File: config.mk
export PLATFORM = sky130hd
export DESIGN_NAME = peer_setup_seq
export DESIGN_NICKNAME = d
export VERILOG_FILES = /design/src/rtl/pss_pkg.sv /design/src/rtl/pss_msg_assembler.sv /design/src/rtl/pss_msg_classifier.sv /design/src/rtl/pss_vec_table.sv /design/src/rtl/peer_setup_seq.sv
export SDC_FILE = /design/constraint.sdc
export NUM_CORES = 1
export LEC_CHECK = 0
export BUFFER_PORTS_ARGS = -buffer_cell sky130_fd_sc_hd__buf_2
export CAP_MARGIN = 10
export CORE_UTILIZATION = 55
export CTS_BUF_LIST = sky130_fd_sc_hd__clkbuf_4 sky130_fd_sc_hd__clkbuf_8
export CTS_CLUSTER_SIZE = 10
export DETAILED_ROUTE_END_ITERATION = 7
export GPL_TIMING_DRIVEN = 0
export HOLD_SLACK_MARGIN = 0.08
export PLACE_DENSITY = 0.73
export SYNTH_ARGS = -nofsm -noshare
export SYNTH_HDL_FRONTEND = slang
export SYNTH_SLANG_ARGS = --single-unit
File: constraint.sdc
create_clock -name clk -period 4.4 [get_ports clk]
set_input_delay 0.88 -clock clk [delete_from_list [all_inputs] [get_ports clk]]
set_output_delay 0.88 -clock clk [all_outputs]
set_load 0.01 [all_outputs]
File: src/rtl/pss_pkg.sv
package pss_pkg;
  typedef enum logic [2:0] {
    ERR_NONE       = 3'd0,
    ERR_VERSION    = 3'd1,
    ERR_IDENT      = 3'd2,
    ERR_RANGE      = 3'd3,
    ERR_VEC_FULL   = 3'd4,
    ERR_DISCONNECT = 3'd5,
    ERR_DUP_SHMEM  = 3'd6,
    ERR_CAPACITY   = 3'd7
  } err_e;

  typedef enum logic [2:0] {
    ST_VER, ST_ID, ST_PEERS, ST_READY, ST_FAIL
  } phase_e;

  typedef enum logic [1:0] {
    MODE_OFF  = 2'd0,
    MODE_ON   = 2'd1,
    MODE_AUTO = 2'd2
  } master_e;

  typedef struct packed {
    logic        shmem;
    logic        bad_range;
    logic        over_cap;
    logic [15:0] idx;
  } msg_class_t;
endpackage

File: src/rtl/pss_msg_assembler.sv
module pss_msg_assembler #(
  parameter int MSG_BYTES = 8
) (
  input  logic                   clk,
  input  logic                   rst,
  input  logic                   in_valid,
  input  logic [7:0]             in_byte,
  input  logic                   in_handle,
  output logic                   msg_valid,
  output logic [8*MSG_BYTES-1:0] msg_data,
  output logic                   msg_handle
);
  localparam int MW = 8 * MSG_BYTES;
  localparam int BW = (MSG_BYTES > 1) ? $clog2(MSG_BYTES) : 1;

  logic [BW-1:0] beat;
  logic [MW-1:0] shreg;
  logic          last;

  assign last = (beat == BW'(MSG_BYTES - 1));

  always_ff @(posedge clk) begin
    if (rst) begin
      beat       <= '0;
      shreg      <= '0;
      msg_valid  <= 1'b0;
      msg_data   <= '0;
      msg_handle <= 1'b0;
    end else begin
      msg_valid <= 1'b0;
      if (in_valid) begin
        shreg <= {in_byte, shreg[MW-1:8]};
        if (last) begin
          beat       <= '0;
          msg_valid  <= 1'b1;
          msg_data   <= {in_byte, shreg[MW-1:8]};
          msg_handle <= in_handle;
        end else begin
          beat <= beat + 1'b1;
        end
      end
    end
  end
endmodule

File: src/rtl/pss_msg_classifier.sv
module pss_msg_classifier
  import pss_pkg::*;
#(
  parameter int NPEER = 16
) (
  input  logic [63:0] msg,
  output msg_class_t  cls
);
  always_comb begin
    cls.shmem     = &msg;
    cls.bad_range = msg[63] ? !(&msg) : (|msg[62:16]);
    cls.idx       = msg[15:0];
    cls.over_cap  = (32'(msg[15:0]) >= NPEER);
  end
endmodule

File: src/rtl/pss_vec_table.sv
module pss_vec_table #(
  parameter int NPEER = 16,
  parameter int CW    = 4,
  parameter int PW    = 4
) (
  input  logic          clk,
  input  logic          rst,
  input  logic [PW-1:0] rd_idx,
  output logic [CW-1:0] rd_cnt,
  input  logic          we,
  input  logic [PW-1:0] wr_idx,
  input  logic [CW-1:0] wr_cnt
);
  logic [CW-1:0] cnt_arr [NPEER];

  for (genvar g = 0; g < NPEER; g++) begin : g_entry
    logic [CW-1:0] entry;
    always_ff @(posedge clk) begin
      if (rst) begin
        entry <= '0;
      end else if (we && (wr_idx == PW'(g))) begin
        entry <= wr_cnt;
      end
    end
    assign cnt_arr[g] = entry;
  end

  assign rd_cnt = cnt_arr[rd_idx];
endmodule

File: src/rtl/peer_setup_seq.sv
module peer_setup_seq
  import pss_pkg::*;
#(
  parameter int          NPEER     = 16,
  parameter int          NVEC      = 8,
  parameter logic [63:0] PROTO_VER = 64'd0,
  localparam int PW = (NPEER > 1) ? $clog2(NPEER) : 1,
  localparam int VW = (NVEC > 1) ? $clog2(NVEC) : 1,
  localparam int TW = $clog2(NPEER + 1)
) (
  input  logic          clk,
  input  logic          rst,
  input  logic [1:0]    master_mode,
  input  logic          in_valid,
  input  logic [7:0]    in_byte,
  input  logic          in_handle,
  output logic          setup_done,
  output logic          is_master,
  output logic [15:0]   own_id,
  output logic [TW-1:0] peer_count,
  output logic          err_flag,
  output logic [2:0]    err_code,
  output logic          conn_valid,
  output logic          disc_valid,
  output logic [PW-1:0] ev_peer,
  output logic [VW-1:0] ev_vector
);
  localparam int CW = $clog2(NVEC + 1);

  logic        msg_valid;
  logic [63:0] msg_data;
  logic        msg_handle;
  msg_class_t  cls;
  phase_e      phase, phase_n;
  logic [PW-1:0] idx_p;
  logic [CW-1:0] rd_cnt;
  logic [CW-1:0] wr_cnt;
  logic        raise, conn_ok, disc_ok, grow, id_load;
  err_e        code;

  pss_msg_assembler #(.MSG_BYTES(8)) u_asm (
    .clk(clk), .rst(rst), .in_valid(in_valid), .in_byte(in_byte),
    .in_handle(in_handle), .msg_valid(msg_valid), .msg_data(msg_data),
    .msg_handle(msg_handle)
  );

  pss_msg_classifier #(.NPEER(NPEER)) u_cls (
    .msg(msg_data), .cls(cls)
  );

  assign idx_p  = cls.idx[PW-1:0];
  assign wr_cnt = conn_ok ? rd_cnt + 1'b1 : '0;

  pss_vec_table #(.NPEER(NPEER), .CW(CW), .PW(PW)) u_tbl (
    .clk(clk), .rst(rst), .rd_idx(idx_p), .rd_cnt(rd_cnt),
    .we(conn_ok || disc_ok), .wr_idx(idx_p), .wr_cnt(wr_cnt)
  );

  always_comb begin
    raise   = 1'b0;
    code    = ERR_NONE;
    phase_n = phase;
    conn_ok = 1'b0;
    disc_ok = 1'b0;
    grow    = 1'b0;
    id_load = 1'b0;
    if (msg_valid) begin
      case (phase)
        ST_VER: begin
          if (msg_handle || (msg_data != PROTO_VER)) begin
            raise = 1'b1; code = ERR_VERSION; phase_n = ST_FAIL;
          end else begin
            phase_n = ST_ID;
          end
        end
        ST_ID: begin
          if (msg_handle || msg_data[63] || (|msg_data[62:16]) ||
              ((master_mode == MODE_ON) && (msg_data[15:0] != 16'd0))) begin
            raise = 1'b1; code = ERR_IDENT; phase_n = ST_FAIL;
          end else begin
            id_load = 1'b1; phase_n = ST_PEERS;
          end
        end
        ST_PEERS, ST_READY: begin
          if (cls.shmem) begin
            if (phase == ST_READY) begin
              raise = 1'b1; code = ERR_DUP_SHMEM;
            end else begin
              phase_n = ST_READY;
            end
          end else if (cls.bad_range) begin
            raise = 1'b1; code = ERR_RANGE;
          end else if (cls.over_cap) begin
            raise = 1'b1; code = ERR_CAPACITY;
          end else begin
            grow = (32'(cls.idx) >= 32'(peer_count));
            if (msg_handle) begin
              if (rd_cnt == CW'(NVEC)) begin
                raise = 1'b1; code = ERR_VEC_FULL;
              end else begin
                conn_ok = 1'b1;
              end
            end else if (cls.idx == own_id) begin
              raise = 1'b1; code = ERR_DISCONNECT;
            end else begin
              disc_ok = 1'b1;
            end
          end
        end
        default: ;
      endcase
    end
  end

  always_ff @(posedge clk) begin
    if (rst) begin
      phase      <= ST_VER;
      setup_done <= 1'b0;
      is_master  <= 1'b0;
      own_id     <= '0;
      peer_count <= '0;
      err_flag   <= 1'b0;
      err_code   <= ERR_NONE;
      conn_valid <= 1'b0;
      disc_valid <= 1'b0;
      ev_peer    <= '0;
      ev_vector  <= '0;
    end else begin
      phase      <= phase_n;
      conn_valid <= conn_ok;
      disc_valid <= disc_ok;
      if (conn_ok || disc_ok) begin
        ev_peer   <= idx_p;
        ev_vector <= conn_ok ? VW'(rd_cnt) : '0;
      end
      if (phase_n == ST_READY) setup_done <= 1'b1;
      if (id_load) begin
        own_id    <= msg_data[15:0];
        is_master <= (master_mode == MODE_ON) ||
                     ((master_mode == MODE_AUTO) && (msg_data[15:0] == 16'd0));
      end
      if (grow) peer_count <= TW'(32'(cls.idx) + 32'd1);
      if (raise && !err_flag) begin
        err_flag <= 1'b1;
        err_code <= code;
      end
    end
  end
endmodule

Word-level counts from Yosys, hierarchy flattened --
Index checks and enable logic that the tools add are counted.
Word-level totals: register bits after elaboration 236, input port bits 14, output and inout bits 36, word-level logic and storage cells 159
Cells by class: add/sub/neg operators 3, $lt $le $gt $ge 3, equal/unequal tests 24, muxes and demuxes 58, bitwise operators 2, reduce and logical (&&, ||, !) cells 37
Operators by type and width (number):
- $reduce_and A64 Y1 | 1
- $reduce_bool A64 Y1 | 1
- $reduce_or A47 Y1 | 1
- $mux W3 | 15
- $eq A4 B4 Y1 const B | 9
- $mux W1 | 35
- $logic_and A1 B1 Y1 | 19
- $pmux W3 S3 | 2
- $bmux W4 S4 | 1
- $eq A16 B16 Y1 | 1
- $eq A4 B3 Y1 const B | 4
- $ge A16 B5 Y1 | 1
- $ge A16 B5 Y1 const B | 1
- $logic_not A16 Y1 | 1
- $reduce_bool A16 Y1 | 1
- $mux W4 | 3
- $eq A3 B2 Y1 const B | 3
- $eq A4 B2 Y1 const B | 2
- $logic_or A1 B1 Y1 | 6
- $add A5 B1 Y5 const B | 1
- $ge A5 B5 Y1 const B | 1
- $not A4 Y5 | 1
- $add A4 B1 Y4 const B | 1
- $eq A4 B1 Y1 const B | 1
- other kinds (13) | 15

Logic depth before layout (Yosys ltp) --
word-level depth 14, depth in mapped cells 13, gate-level depth less buffers 9

Hierarchy --
From an unflattened synthesis, not the netlist that was laid out.
Second synthesis, totals: cell total of the unflattened synthesis 1147, area total of the unflattened synthesis 10577.6 µm²
Modules (own cells, without submodules):
- pss_msg_assembler | instances 1, cells an instance 493, area an instance 4931.0 µm², seq. area each 2502.4 µm²
- pss_vec_table | instances 1, cells an instance 349, area an instance 3067.9 µm², seq. area each 1281.2 µm²
- peer_setup_seq | instances 1, cells an instance 247, area an instance 2198.4 µm², seq. area each 780.7 µm²
- pss_msg_classifier | instances 1, cells an instance 58, area an instance 380.4 µm², seq. area each 0.0 µm²

Least setup slack after synthesis --
Ideal clock, no wire load.
kind reg-to-reg, start point register u_asm.msg_data[0], end point register u_tbl.g_entry[10].entry[1], setup time 128 ps, data arrival time 3053 ps, data required time 4272 ps, setup slack 1220 ps, cell stages (with the launch flop) 13, buffers on the path 3, period minus slack after synthesis 3180 ps, cells stage by stage dfxtp_1 > buf_4 > buf_4 > mux4_2 > mux4_2 > inv_1 > ha_1 > nand2_1 > nor3_1 > buf_2 > or4_1 > mux2i_1 > nor2_1
On the way: word-level cells in the longest chain between the ends 14, elaborated cells on any way between the ends 29, classes of those cells 1 x add/sub; 1 x order compare; 3 x eq/ne; 19 x mux; 1 x bitwise; 4 x reduce/logical
Ends and longest elaborated chain:
- from (decl) | line pss_msg_assembler.sv:10 | output logic [8*MSG_BYTES-1:0] msg_data,
- from (signal assigned) | line pss_msg_assembler.sv:36 | msg_data <= {in_byte, shreg[MW-1:8]};
- $not A4 Y5 (implied by the code) | line pss_vec_table.sv:28 | assign rd_cnt = cnt_arr[rd_idx];
- $bmux W4 S4 | line pss_vec_table.sv:28
- $mux W4 (implied by the code) (2 in series) | line pss_vec_table.sv:28
- $eq A4 B4 Y1 | line peer_setup_seq.sv:98 | if (rd_cnt == CW'(NVEC)) begin
- $mux W1 | line peer_setup_seq.sv:98
- $mux W1 | line peer_setup_seq.sv:97 | if (msg_handle) begin
- $mux W1 | line peer_setup_seq.sv:93 | end else if (cls.over_cap) begin
- $mux W1 | line peer_setup_seq.sv:91 | end else if (cls.bad_range) begin
- $mux W1 | line peer_setup_seq.sv:85 | if (cls.shmem) begin
- $mux W1 | line peer_setup_seq.sv:68 | case (phase)
- $mux W1 | line peer_setup_seq.sv:67 | if (msg_valid) begin
- $logic_or A1 B1 Y1 | line peer_setup_seq.sv:56 | .we(conn_ok || disc_ok), .wr_idx(idx_p), .wr_cnt(wr_cnt)
- $logic_and A1 B1 Y1 | line pss_vec_table.sv:21 | end else if (we && (wr_idx == PW'(g))) begin
- to (signal assigned) | line pss_vec_table.sv:22 | entry <= wr_cnt;
- to (decl) | line pss_vec_table.sv:17 | logic [CW-1:0] entry;
Several ways; a longest one is shown, not always the timed one. The select of a mux whose other input is x is not followed. A chain may end at the register's enable or synchronous reset.

Worst setup path in the final report --
start point register u_asm.msg_data[1], end point register u_tbl.g_entry[9].entry[1]
On the way: word-level cells in the longest chain between the ends 14, elaborated cells on any way between the ends 29, classes of those cells 1 x add/sub; 1 x order compare; 3 x eq/ne; 19 x mux; 1 x bitwise; 4 x reduce/logical
Ends and longest elaborated chain (line):
- $not A4 Y5 (implied by the code) | pss_vec_table.sv:28
- $bmux W4 S4 | pss_vec_table.sv:28
- $mux W4 (implied by the code) (2 in series) | pss_vec_table.sv:28
- $eq A4 B4 Y1 | peer_setup_seq.sv:98
- $mux W1 | peer_setup_seq.sv:98
- $mux W1 | peer_setup_seq.sv:97
- $mux W1 | peer_setup_seq.sv:93
- $mux W1 | peer_setup_seq.sv:91
- $mux W1 | peer_setup_seq.sv:85
- $mux W1 | peer_setup_seq.sv:68
- $mux W1 | peer_setup_seq.sv:67
- $logic_or A1 B1 Y1 | peer_setup_seq.sv:56
- $logic_and A1 B1 Y1 | pss_vec_table.sv:21
- to (signal assigned) | pss_vec_table.sv:22
- to (decl) | pss_vec_table.sv:17
Several ways; a longest one is shown, not always the timed one. The select of a mux whose other input is x is not followed.

==> metrics.md <==
| Metric | Value |
|---|---|
| Count of unique library cells instantiated by Yosys | 62 |
| Vias in the first global route | 7,830 |
| Final nets | 1,188 |
| Largest net degree at the start of global routing | 11 |
| RSZ-0062 raised after global routing | no |
| Max_slew headroom | 44.1% |
| Vias post-DR | 8,331 |
| Fmax | 247 MHz |
| Residual DRC | 0 |
| Share of the synthesized area in the top cell type | 46.9% |
| Worst Skew | 0.0276 ns |
| Root Buffer | clkbuf_8 |
| PortBufs | 47 |
| Status | complete, no violations |
| Number of flops mapped to enable cells by yosys | 0 |
| Top cells by count, synth | dfxtp_1, nand2_1, nor2_1 |
| Drt first pass iters | 5 |
| Fin. max-slew vios | 0 |
| Worst-path clk slew | 0.06 ns |
| Cts repair resizes | 0 |
| Die area | 18,200 um^2 |
| Clk_lat worst skew | 0.54 ns |
| Worst hold path type | register to register |
| Yosys reg bits | 228 |
| Seq/Total Area, Yosys | 46.9% |
| Fin crit period | 4.05 ns |
| Initial Util | 56.2% |
| Cell count after placement | 1,345 |
| Kind of critical path | register to register |
| Reg2reg setup slack | 0.35 ns |
| Share of post-route cells with drive strength above 1 | 15.2% |
| Peak VDD IR | 0.259 mV |
| Post-layout util | 63.7% |
| Post-synth net total | 1,100 |
| Syn Area/Cell | 9.07 um^2 |
| # clock sinks | 228 |
| Num ports | 50 |
| Worst Path Required | 4.78 ns |
| Post-CTS Setup Inserts | 0 |
| CP Capture Type | register |
| Initial antenna violation count | 0 |
| Hold Fails Final Rpt | 0 |
| Fin Setup TNS | 0 ns |
| Final Non-Filler Cells | 1,413 |
| Hold Buf Count CTS | 0 |
| Grt ovf | 0 |
| GRT Total Usage | 29.1% |
| Cell area power density | 370 nW/um^2 |
| Area contributors post-synth | dfxtp_1, mux2i_1, nand2_1 |
| Worst Tran Pin Value | 0.838 ns |
| Cell with the most instances after synthesis | dfxtp_1 |
| Antenna cell count | 0 |
| Max-cap violations | 0 |
| Lkg Pwr | 4.27 nW |
| CTS tree | done |
| Number of fill cells | 1,530 |
| DP HPWL | 18,600 um |
| Area growth syn-to-layout | 13.2% |
| CTS Buffer Depth | 3 |
| Mapped Cells | 1,073 |
| Post-DRT Antenna Nets | 0 |
| Final WL | 26,000 um |
| CP arrival | 4.43 ns |
| Post-Syn Area | 9730 um^2 |
| Via density | 5.90 |
| Core ar. | 17,300 um^2 |
| Die Height | 135 um |
| Clock buffer count from CTS | 39 |
| First-pass GRT wire length | 41,400 um |
| CP Launch Type | register |
| WL/cell | 18.4 um |
| H-tree depth | 2 |
| Row count | 48 |
| Final setup violation count | 0 |
| Most used DFF post-synth | dfxtp_1 |
| Leading area contributor after synthesis | dfxtp_1 |
| Chip width | 135 um |
| Asr flop ratio synth | 0% |
| Synth Warn # | 0 |
| Tcrit/Tclk final | 91.9% |
| Worst-path fanout max | 10 |
| Placer Congestion | 0.969 |
| Initial DRC Count | 661 |
sequential cells by signal (all words and copies together), names as in the netlist, 3 cells and up:
| name | cells |
|---|---|
| own_id | 16 |
| u_tbl.g_entry.entry | 64 |
| ev_peer | 4 |
| phase | 3 |
| ev_vector | 3 |
| u_asm.shreg | 56 |
| u_asm.msg_data | 64 |
| peer_count | 5 |
| u_asm.beat | 3 |
| err_code | 3 |
logic make-up (layout without fill, tap and decap cells):
kind of cell             Yosys count  in the layout  share of synthesized area (%)
multiplexers                     107            107                           13.3
AND/OR/NAND/NOR                  434            434                           21.2
adder cells (fa/ha/maj)           13             13                           1.67
AO/OA/AOI/OAI                    174            174                           10.7
flip-flops                       228            228                           46.9
XOR/XNOR                          21             21                           1.89
buffers and inverters             96            211                           4.28
final cells by class:
type / instances / area, um^2 / share of cell area (%)
repair buffers: 47 / 235 / 2.14
clock buffers: 62 / 734 / 6.67
multi-input cells: 749 / 4750 / 43.1
inverters: 17 / 63.8 / 0.579
well taps: 225 / 282 / 2.56
clock inverters: 6 / 37.5 / 0.341
flip-flops and latches: 228 / 4560 / 41.4
plain buffers: 79 / 353 / 3.20
stage by stage:
stage	instance area, um^2	setup WS, ns	power (mW)	hold WS (ns)
global placement	10200	0.459	2.23	0.438
finish	11000	0.355	4.07	0.448
detailed placement	10200	0.424	2.23	0.445
global route	11000	0.140	4.19	0.469
floorplan	9730	1.22	2.19	0.431
CTS	11000	0.413	4.10	0.452
critical path, cell delays in order, from the launching register on:
cell     delay [ns]
dfxtp_1        0.41
buf_2          0.32
buf_2          0.39
mux4_2         0.39
mux4_2         0.58
inv_1          0.12
ha_1           0.24
nand2_1        0.10
nor3_1         0.45
buf_2          0.34
or4_1          0.30
mux2i_1        0.21
nor2_1         0.05
where the power goes:
part	internal [mW]	total, mW	switching, mW	leakage [nW]
clock	1.06	1.89	0.832	0.409
sequential	2.08	2.09	0.0101	1.84
combinational	0.0300	0.0988	0.0688	2.02
layer usage:
layer / vias up / share of wire (%) / GRT usage, %
met3: 51 / 8.1 / 5.86
li1: 3966 / - / -
met5: - / 0 / 0
met2: 336 / 45 / 45.8
met1: 3978 / 45 / 39.9
met4: 0 / 2.1 / 9.43
worst paths after layout:
kind,start,end,depth (start not counted)
setup / recovery,u_asm.msg_data[1]$_SDFFE_PP0P_,u_tbl.g_entry[9].entry[1]$_SDFFE_PP0P_,12
hold / removal,ev_peer[1]$_SDFFE_PP0P_,ev_peer[1]$_SDFFE_PP0P_,2
setup reg to reg,u_asm.msg_data[1]$_SDFFE_PP0P_,u_tbl.g_entry[9].entry[1]$_SDFFE_PP0P_,12
hold reg to reg,ev_peer[1]$_SDFFE_PP0P_,ev_peer[1]$_SDFFE_PP0P_,2
cells in the final DEF (no fill, tap or decap), drive strengths merged, types with 19 or more instances in the layout:
master	count
nand4	24
mux2i	88
o21ai	53
nor4	22
nand3	68
nor2	107
or4	19
nand2	161
clkbuf	112
a21oi	89
buf	76
dfxtp	228
Power figures use the tool's default switching activity.
